**src/rtl/dcm_pkg.sv**
```systemverilog
package dcm_pkg;
  localparam int FRAME_SLOTS = 15;
  localparam int LAMP_SLOTS  = 8;
  localparam int CW_FLASH    = 3;
  localparam int CW_BLINK    = 4;
  localparam int CW_LAMP     = 6;

  // enabled slots per frame for each brightness code
  function automatic int level_slots(input logic [2:0] code);
    case (code)
      3'd0:    return 15;
      3'd1:    return 12;
      3'd2:    return 8;
      3'd3:    return 6;
      3'd4:    return 4;
      3'd5:    return 3;
      3'd6:    return 2;
      default: return 0;
    endcase
  endfunction
endpackage

```
**src/rtl/dcm_clk_src.sv**
```systemverilog
module dcm_clk_src #(
  parameter int OSC_DIV = 4
) (
  input  logic clk,
  input  logic rst,
  input  logic clk_sel,
  input  logic ext_clk,
  output logic mtick
);
  localparam int OSC_W = (OSC_DIV > 1) ? $clog2(OSC_DIV) : 1;
  localparam logic [OSC_W-1:0] OSC_LAST = OSC_W'(OSC_DIV - 1);

  logic [OSC_W-1:0] osc_cnt;
  logic [2:0]       ext_sh;
  logic             osc_tick;
  logic             ext_rise;

  always_ff @(posedge clk) begin
    if (rst) begin
      osc_cnt <= '0;
      ext_sh  <= '0;
    end else begin
      osc_cnt <= (osc_cnt == OSC_LAST) ? '0 : osc_cnt + 1'b1;
      ext_sh  <= {ext_sh[1:0], ext_clk};
    end
  end

  assign osc_tick = (osc_cnt == OSC_LAST);
  assign ext_rise = ext_sh[1] & ~ext_sh[2];
  assign mtick    = ~rst & (clk_sel ? osc_tick : ext_rise);
endmodule

```
**src/rtl/dcm_timebase.sv**
```systemverilog
module dcm_timebase #(
  parameter int PRE_DIV   = 32,
  parameter int MUX_DIV   = 7,
  parameter int BLINK_DIV = 128,
  parameter int FRAME     = 15,
  parameter int SLOT_W    = 4
) (
  input  logic              clk,
  input  logic              rst,
  input  logic              mtick,
  output logic [SLOT_W-1:0] slot,
  output logic              mux_hit,
  output logic              blink_on
);
  localparam int PRE_W = (PRE_DIV > 1) ? $clog2(PRE_DIV) : 1;
  localparam int MUX_W = (MUX_DIV > 1) ? $clog2(MUX_DIV) : 1;
  localparam int BLK_W = (BLINK_DIV > 1) ? $clog2(BLINK_DIV) : 1;
  localparam logic [BLK_W-1:0] BLK_HALF = BLK_W'(BLINK_DIV / 2);

  logic [PRE_W-1:0] pre;
  logic [MUX_W-1:0] mux;
  logic [BLK_W-1:0] blk;
  logic pre_last, mux_last, blk_last, slot_last;

  assign pre_last  = (pre  == PRE_W'(PRE_DIV - 1));
  assign mux_last  = (mux  == MUX_W'(MUX_DIV - 1));
  assign blk_last  = (blk  == BLK_W'(BLINK_DIV - 1));
  assign slot_last = (slot == SLOT_W'(FRAME - 1));

  always_ff @(posedge clk) begin
    if (rst) begin
      pre  <= '0;
      mux  <= '0;
      blk  <= '0;
      slot <= '0;
    end else if (mtick) begin
      slot <= slot_last ? '0 : slot + 1'b1;
      pre  <= pre_last ? '0 : pre + 1'b1;
      if (pre_last)
        mux <= mux_last ? '0 : mux + 1'b1;
      if (pre_last && mux_last)
        blk <= blk_last ? '0 : blk + 1'b1;
    end
  end

  assign mux_hit  = mtick & pre_last & mux_last;
  assign blink_on = (blk < BLK_HALF);
endmodule

```
**src/rtl/dcm_duty.sv**
```systemverilog
module dcm_duty
  import dcm_pkg::*;
#(
  parameter int SLOT_W = 4
) (
  input  logic [SLOT_W-1:0] slot,
  input  logic [2:0]        code,
  output logic              dim_on,
  output logic              lamp_on
);
  always_comb begin
    dim_on  = (int'(slot) < level_slots(code));
    lamp_on = (int'(slot) < LAMP_SLOTS);
  end
endmodule

```
**src/rtl/dcm_modulator.sv**
```systemverilog
module dcm_modulator
  import dcm_pkg::*;
#(
  parameter int NCHAR     = 8,
  parameter int OSC_DIV   = 4,
  parameter int PRE_DIV   = 32,
  parameter int MUX_DIV   = 7,
  parameter int BLINK_DIV = 128
) (
  input  logic             clk,
  input  logic             rst,
  input  logic             clk_sel,
  input  logic             ext_clk,
  input  logic [7:0]       ctrl,
  input  logic [NCHAR-1:0] flash,
  output logic [NCHAR-1:0] col_en,
  output logic             mux_tick,
  output logic             blink_phase
);
  localparam int SLOT_W = $clog2(FRAME_SLOTS);

  logic              mtick, mux_hit, blink_on, dim_on, lamp_on;
  logic [SLOT_W-1:0] slot;
  logic [NCHAR-1:0]  col_nx;
  logic              ign_unused;

  assign ign_unused = ctrl[7] ^ ctrl[5];

  dcm_clk_src #(.OSC_DIV(OSC_DIV)) u_src (
    .clk(clk), .rst(rst), .clk_sel(clk_sel), .ext_clk(ext_clk), .mtick(mtick)
  );

  dcm_timebase #(
    .PRE_DIV(PRE_DIV), .MUX_DIV(MUX_DIV), .BLINK_DIV(BLINK_DIV),
    .FRAME(FRAME_SLOTS), .SLOT_W(SLOT_W)
  ) u_tb (
    .clk(clk), .rst(rst), .mtick(mtick), .slot(slot),
    .mux_hit(mux_hit), .blink_on(blink_on)
  );

  dcm_duty #(.SLOT_W(SLOT_W)) u_duty (
    .slot(slot), .code(ctrl[2:0]), .dim_on(dim_on), .lamp_on(lamp_on)
  );

  for (genvar i = 0; i < NCHAR; i++) begin : g_char
    logic dark;
    assign dark      = ~blink_on & (ctrl[CW_BLINK] | (ctrl[CW_FLASH] & flash[i]));
    assign col_nx[i] = ctrl[CW_LAMP] ? lamp_on : (dim_on & ~dark);
  end

  always_ff @(posedge clk) begin
    if (rst) begin
      col_en      <= '0;
      mux_tick    <= 1'b0;
      blink_phase <= 1'b1;
    end else begin
      col_en      <= col_nx;
      mux_tick    <= mux_hit;
      blink_phase <= blink_on;
    end
  end
endmodule

```
**config.mk**
```make
export PLATFORM = sky130hd
export DESIGN_NAME = dcm_modulator
export DESIGN_NICKNAME = d
export VERILOG_FILES = /design/src/rtl/dcm_pkg.sv /design/src/rtl/dcm_clk_src.sv /design/src/rtl/dcm_timebase.sv /design/src/rtl/dcm_duty.sv /design/src/rtl/dcm_modulator.sv
export SDC_FILE = /design/constraint.sdc
export NUM_CORES = 1
export LEC_CHECK = 0
export CAP_MARGIN = 20
export CORE_MARGIN = 8
export CORE_UTILIZATION = 40
export DETAILED_ROUTE_END_ITERATION = 6
export PLACE_DENSITY_LB_ADDON = 0.2
export SLEW_MARGIN = 20
export SYNTH_ARGS = -nofsm -noshare
export SYNTH_HDL_FRONTEND = slang
export SYNTH_SLANG_ARGS = --single-unit
```
**constraint.sdc**
```tcl
create_clock -name clk -period 3.05 [get_ports clk]
set_input_delay 0.61 -clock clk [delete_from_list [all_inputs] [get_ports clk]]
set_output_delay 0.61 -clock clk [all_outputs]
set_load 0.02 [all_outputs]
```
==> flow_metrics.tcl, run 1 <==
set metrics [dict create \
    hold_depth 1 \
    cts_buffers 5 \
    yosys.area.top_type_share 0.425 \
    io_pins 30 \
    pwr-share-comb 0.112 \
    cpMaxStageDelayCell "a211oi_4" \
    worst-r2r-setup-slack_ps 660 \
    crit_top_cell "ha_1" \
    top_usage_layer "met2" \
    fin_tns_setup_ps 0 \
    period_needed_ps 2390 \
    syn_area_per_cell_um2 8.79 \
    irDropWorstVdd_mv 0.195 \
    skew_ps 2.23 \
    p_switching_w 0.000211 \
    yosys_warnings 0 \
    clock.fmax_ghz 0.418 \
    rsz0062_at_grt "no" \
    post_dp_cell_area_um2 1900 \
    cts_root_buf "clkbuf_8" \
    fin_util 0.514 \
    critPathMaxStageDelay_ps 490 \
    grt_overflow 0 \
    syn2layout_area_growth_pct 25.7 \
    synth_cell_types 37 \
    p_seq_frac 0.481 \
    syn_area_um2 1600 \
    nNetsFinal 234 \
    wl_um 3470 \
    maxCapViolations 0 \
    drive_above_1_share 0.0721 \
    synth-main-ff-cell "dfxtp_1" \
    firstDrtPassIters 4 \
    crit_fanout 10 \
    critical_path_class "flop to flop" \
    worstSetupEndpointType "flop" \
    start_kind "flop" \
    relSlewSlack 0.648 \
    post-synth-top-count-cell "dfxtp_1" \
    synth_area_leaders "dfxtp_1 43%, ha_1 5.5%, nand2_1 5.4%, a21o_1 5.2%, a31oi_1 5.1%" \
    antenna_found_initial 0 \
    fill_cells 376 \
    grt_use_total 0.114 \
    p_leak_nw 0.781 \
    holdCritPathClass "flop to flop" \
    ys_async_sr_fraction 0 \
    hpwl_um 2530 \
    ant_nets 0 \
    cts.htree.levels 2 \
    r2r-end "u_tb.blk[3]" \
    grt_pass1_vias 1343 \
    drv_slew 0 \
    ys_ff_latch 34 \
    netlist_instances 182 \
    setup_viol 0 \
    status "finished, final reports clean" \
    whs_endpoint "u_src.osc_cnt[0]" \
    power_w 0.000966 \
    vias 1398 \
    rr_startpoint "u_tb.pre[0]" \
    cp_data_required_time_ps 3220 \
    synth.top_cells.by_count "34 x dfxtp_1, 23 x nand2_1, 14 x nor2_1, 13 x a31oi_1, 11 x a21o_1" \
    use_met1 0.130 \
    post_cts_buffers 0 \
    p_int_w 0.000755 \
    initial_utilization 0.409 \
    fin_cells 258 \
    cts_resized 0 \
    synth_edf_count 0 \
    dieArea_um2 6280 \
    grt_start_max_net_pins 17 \
    core_area_um2 3910 \
    drt_first_iter_violations 92 \
    p_clk_frac 0.408 \
    grtUsageMet2 0.183 \
    hold_buffers 0 \
    die_h_um 79.3 \
    drc_errors 0 \
    rr_worst_depth 7 \
    synth.yosys.seq_area_share 0.425 \
    die_w_um 79.3 \
    synth_area_leader_cell "dfxtp_1" \
    place_inst 250 \
    rows 23 \
    use_met3 0.0440 \
    via_per_inst 5.42 \
    sw_frac_of_total 0.219 \
    tightest_slew_ps 514 \
    clkTransAtPathRegs_ps 70 \
    clock_sinks 34 \
    arrival_ps 2560 \
    avgRoutedWirePerCell_um 13.4 \
    clk_latency_ps 280 \
    cts_tree "built" \
    syn_nets 209 \
    place_congestion 0.730 \
    stdcell_area_um2 2010 \
    min_from "u_src.osc_cnt[0]" \
    hold_violations 0 \
    path_cells "ha_1, and3_1, ha_1, nand4b_1, a211oi_4, o21ai_0, a31o_2" \
    grt_pass1_wl_um 5820 \
    n_antenna_cell 0 \
    finalCritPeriodShare 0.784 \
    io_buffers 27 \
    clk_path_buf_depth 2 \
    p_per_area_nw_per_um2 480 \
]
## per-layer routing
layer | part of all wire | wire, µm
met3 | 0.076 | 264
met5 | 0 | 0
met4 | 0.0061 | 21
met1 | 0.45 | 1560
met2 | 0.47 | 1630
## worst max-delay path by stage
stage / from / endpoint / slack, ps
6_report: u_tb.pre[0] / u_tb.blk[3] / 660
5_1_grt: u_tb.pre[0] / u_tb.blk[3] / 520
4_1_cts: u_tb.pre[0] / u_tb.blk[3] / 670
3_3_place_gp: clk_sel / u_tb.slot[3] / 480
2_1_floorplan: u_tb.pre[0] / u_tb.blk[3] / 890
3_5_place_dp: clk_sel / u_tb.slot[3] / 450
## worst max-delay path, delay by kind of cell (launching register included)
kind,cells,cell delay [ps]
compound gates,3,940
fa+ha+maj,2,540
flops,1,390
simple gates,2,420
## registers in the layout (all words and copies together), names as in the netlist
name           cells
u_tb.slot          4
col_en             8
u_tb.pre           5
u_src.osc_cnt      2
u_tb.mux           3
u_tb.blk           7
mux_tick           1
blink_phase        1
u_src.ext_sh       3
## through the flow
step           worst slack [ps]  hold slack (ps)
2_1_floorplan               890              398
3_3_place_gp                478              418
3_5_place_dp                450              433
4_1_cts                     669              453
5_1_grt                     522              470
6_report                    659              445
## power groups by stage
| stage | Combinational (W) | Sequential [W] | Clock [W] |
|---|---|---|---|
| after detailed placement | 0.000108 | 0.000474 | 0 |
| after global routing | 0.000119 | 0.000465 | 0.000429 |
| after CTS | 0.000109 | 0.000464 | 0.000402 |
| after floorplan | 0.0000497 | 0.000482 | 0 |
| after global placement | 0.000105 | 0.000474 | 0 |
| final | 0.000108 | 0.000464 | 0.000394 |
## placed cells by master, fill, tap and decap left out, types with 2 or more instances in the layout
cell type         n
dfxtp_1          34
clkdlybuf4s50_1  27
nand2_1          23
nor2_1           14
a31oi_1          13
a21o_1           11
a21oi_1          10
o21ai_0           9
ha_1              7
nand3_1           6
clkbuf_8          5
and3_1            4
nor2b_1           4
nor3_1            4
mux2i_1           4
xnor2_1           3
nand4b_1          3
buf_4             3
inv_1             2
or4b_1            2
clkinv_2          2
## kinds of logic (layout without fill, tap and decap cells)
| family | Yosys count | in the layout | synth area share |
|---|---|---|---|
| and+or+nand+nor | 66 | 66 | 0.209 |
| AOI/OAI and AO/OA | 53 | 53 | 0.225 |
| DFF | 34 | 34 | 0.425 |
| buffers and inverters | 14 | 40 | 0.0375 |
| adders and majority gates | 7 | 7 | 0.0547 |
| muxes | 5 | 5 | 0.0321 |
| xor gates and xnor gates | 3 | 3 | 0.0164 |
## layout make-up
class	count	area [µm²]	share of cell area
Inverter	2	7.51	0.00373
Tap cell	50	62.6	0.0311
Clock inverter	3	40.0	0.0199
Multi-Input combinational cell	134	860	0.427
Clock buffer	5	68.8	0.0342
Timing Repair Buffer	30	293	0.146
Sequential cell	34	681	0.338
No activity file was read; power rests on OpenSTA's default activity.
==> run 2: changes to the inputs <==
Clock period 3.05 ns to 2.1 ns, I/O delays scaled along.
==> flow_metrics.tcl, run 2 (synthesis gave the netlist of run 1 again) <==
set metrics [dict create \
    arrival_ps 2210 \
    hold_violations 0 \
    final_common_cell "dfxtp_1" \
    via_per_inst 5.40 \
    place_ws_ps -165 \
    layout_setup_ws_ps 121 \
    firstDrtPassIters 4 \
    relSlewSlack 0.683 \
    clock.fmax_ghz 0.505 \
    p_per_area_nw_per_um2 663 \
    cts_buffers 5 \
    dieArea_um2 6280 \
    place_congestion 0.736 \
    cp_data_required_time_ps 2330 \
    drt_first_iter_violations 94 \
    cts_tree "built" \
    critical_path_class "flop to flop" \
    hold_buffers 0 \
    power_w 0.00142 \
    drive_above_1_share 0.149 \
    crit_fanout 5 \
    irDropWorstVdd_mv 0.236 \
    top_register "col_en" \
    period_needed_ps 1980 \
    start_kind "flop" \
    status "finished, final reports clean" \
    post_dp_cell_area_um2 2000 \
    grt_pass1_vias 1431 \
    finalCritPeriodShare 0.942 \
    place_inst 261 \
    vias 1464 \
    final_cell_mix "32 x dfxtp_1, 27 x clkdlybuf4s50_1, 23 x nand2_1" \
    clock_sinks 34 \
    clk_path_buf_depth 2 \
    ant_nets 0 \
    largest_reg_flops 8 \
    setup_viol 0 \
    nNetsFinal 247 \
    clkTransAtPathRegs_ps 70 \
    holdCritPathClass "flop to flop" \
    drv_slew 0 \
    p_leak_nw 0.846 \
    io_buffers 27 \
    reg_top3 "col_en (8), u_tb.blk (7), u_tb.pre (5)" \
    core_area_um2 3910 \
    grt_overflow 0 \
    n_antenna_cell 0 \
    rows 23 \
    initial_utilization 0.409 \
    wl_um 3520 \
    clk_latency_ps 280 \
    tightest_slew_ps 474 \
    fin_cells 271 \
    die_w_um 79.3 \
    stdcell_area_um2 2150 \
    syn2layout_area_growth_pct 34.2 \
    hpwl_um 2510 \
    grt_start_max_net_pins 33 \
    drc_errors 0 \
    die_h_um 79.3 \
    worstSetupEndpointType "flop" \
    avgRoutedWirePerCell_um 13.0 \
    grt_pass1_wl_um 6060 \
    maxCapViolations 0 \
    skew_ps 3.00 \
    io_pins 30 \
    worst_hold_slack_ps 439 \
    grt_use_total 0.118 \
    cts.htree.levels 2 \
    cts_root_buf "clkbuf_8" \
    antenna_found_initial 0 \
]
run 2: changes by cell type in the layout (fill, tap and decap cells not counted), sizes merged:
cell,previous run,this run
buf,3,16
run 2: worst max-delay path, cell delays in order, from the launching register on:
cell and delay [ps]:
dfxtp_4 370, ha_4 140, and3_1 150, ha_2 170
nand4b_1 160, buf_4 180, a211oi_4 300, buf_6 170
and4b_1 200, a31o_2 90
run 2: cell type report:
class | count | area (µm²)
multi-input cells | 134 | 877
fillers | 367 | 1770
clock buffers | 5 | 68.8
well taps | 50 | 62.6
flip-flops and latches | 34 | 686
repair buffers | 43 | 407
inverters | 2 | 7.51
clock inverters | 3 | 40.0
run 2: where the power goes:
| group | switching (W) | internal [W] | leakage [nW] |
|---|---|---|---|
| Clock | 0.000234 | 0.000349 | 0.0579 |
| Sequential | 0.00000872 | 0.000665 | 0.279 |
| Combinational | 0.0000773 | 0.0000908 | 0.509 |
run 2: path summary, 6_finish.rpt:
path	start	to	slack (ps)	depth (start not counted)
setup / recovery	u_tb.pre[0]	u_tb.blk[3]	120	9
hold / removal	u_src.osc_cnt[0]	u_src.osc_cnt[0]	440	1
setup reg to reg	u_tb.pre[0]	u_tb.blk[3]	120	9
hold reg to reg	u_src.osc_cnt[0]	u_src.osc_cnt[0]	440	1
run 2: per-layer routing:
layer / vias to the layer above / GRT usage / share of wire
li1: 739 / - / -
met1: 689 / 0.125 / 0.44
met2: 30 / 0.203 / 0.49
met3: 6 / 0.0361 / 0.048
met4: 0 / 0.0667 / 0.020
met5: - / 0 / 0
run 2: stage by stage:
step / utilization / TNS, ps
final: 0.549 / 0
after global routing: 0.549 / -30.2
after CTS: 0.538 / 0
after detailed placement: 0.511 / -2520
after global placement: 0.511 / -1900
after floorplan: - / 0
run 2: timing repair:
action,in CTS,in global routing
gates resized for setup,0,10
setup endpoints to repair,0,6
buffers inserted,0,2
hold endpoints to repair,0,0
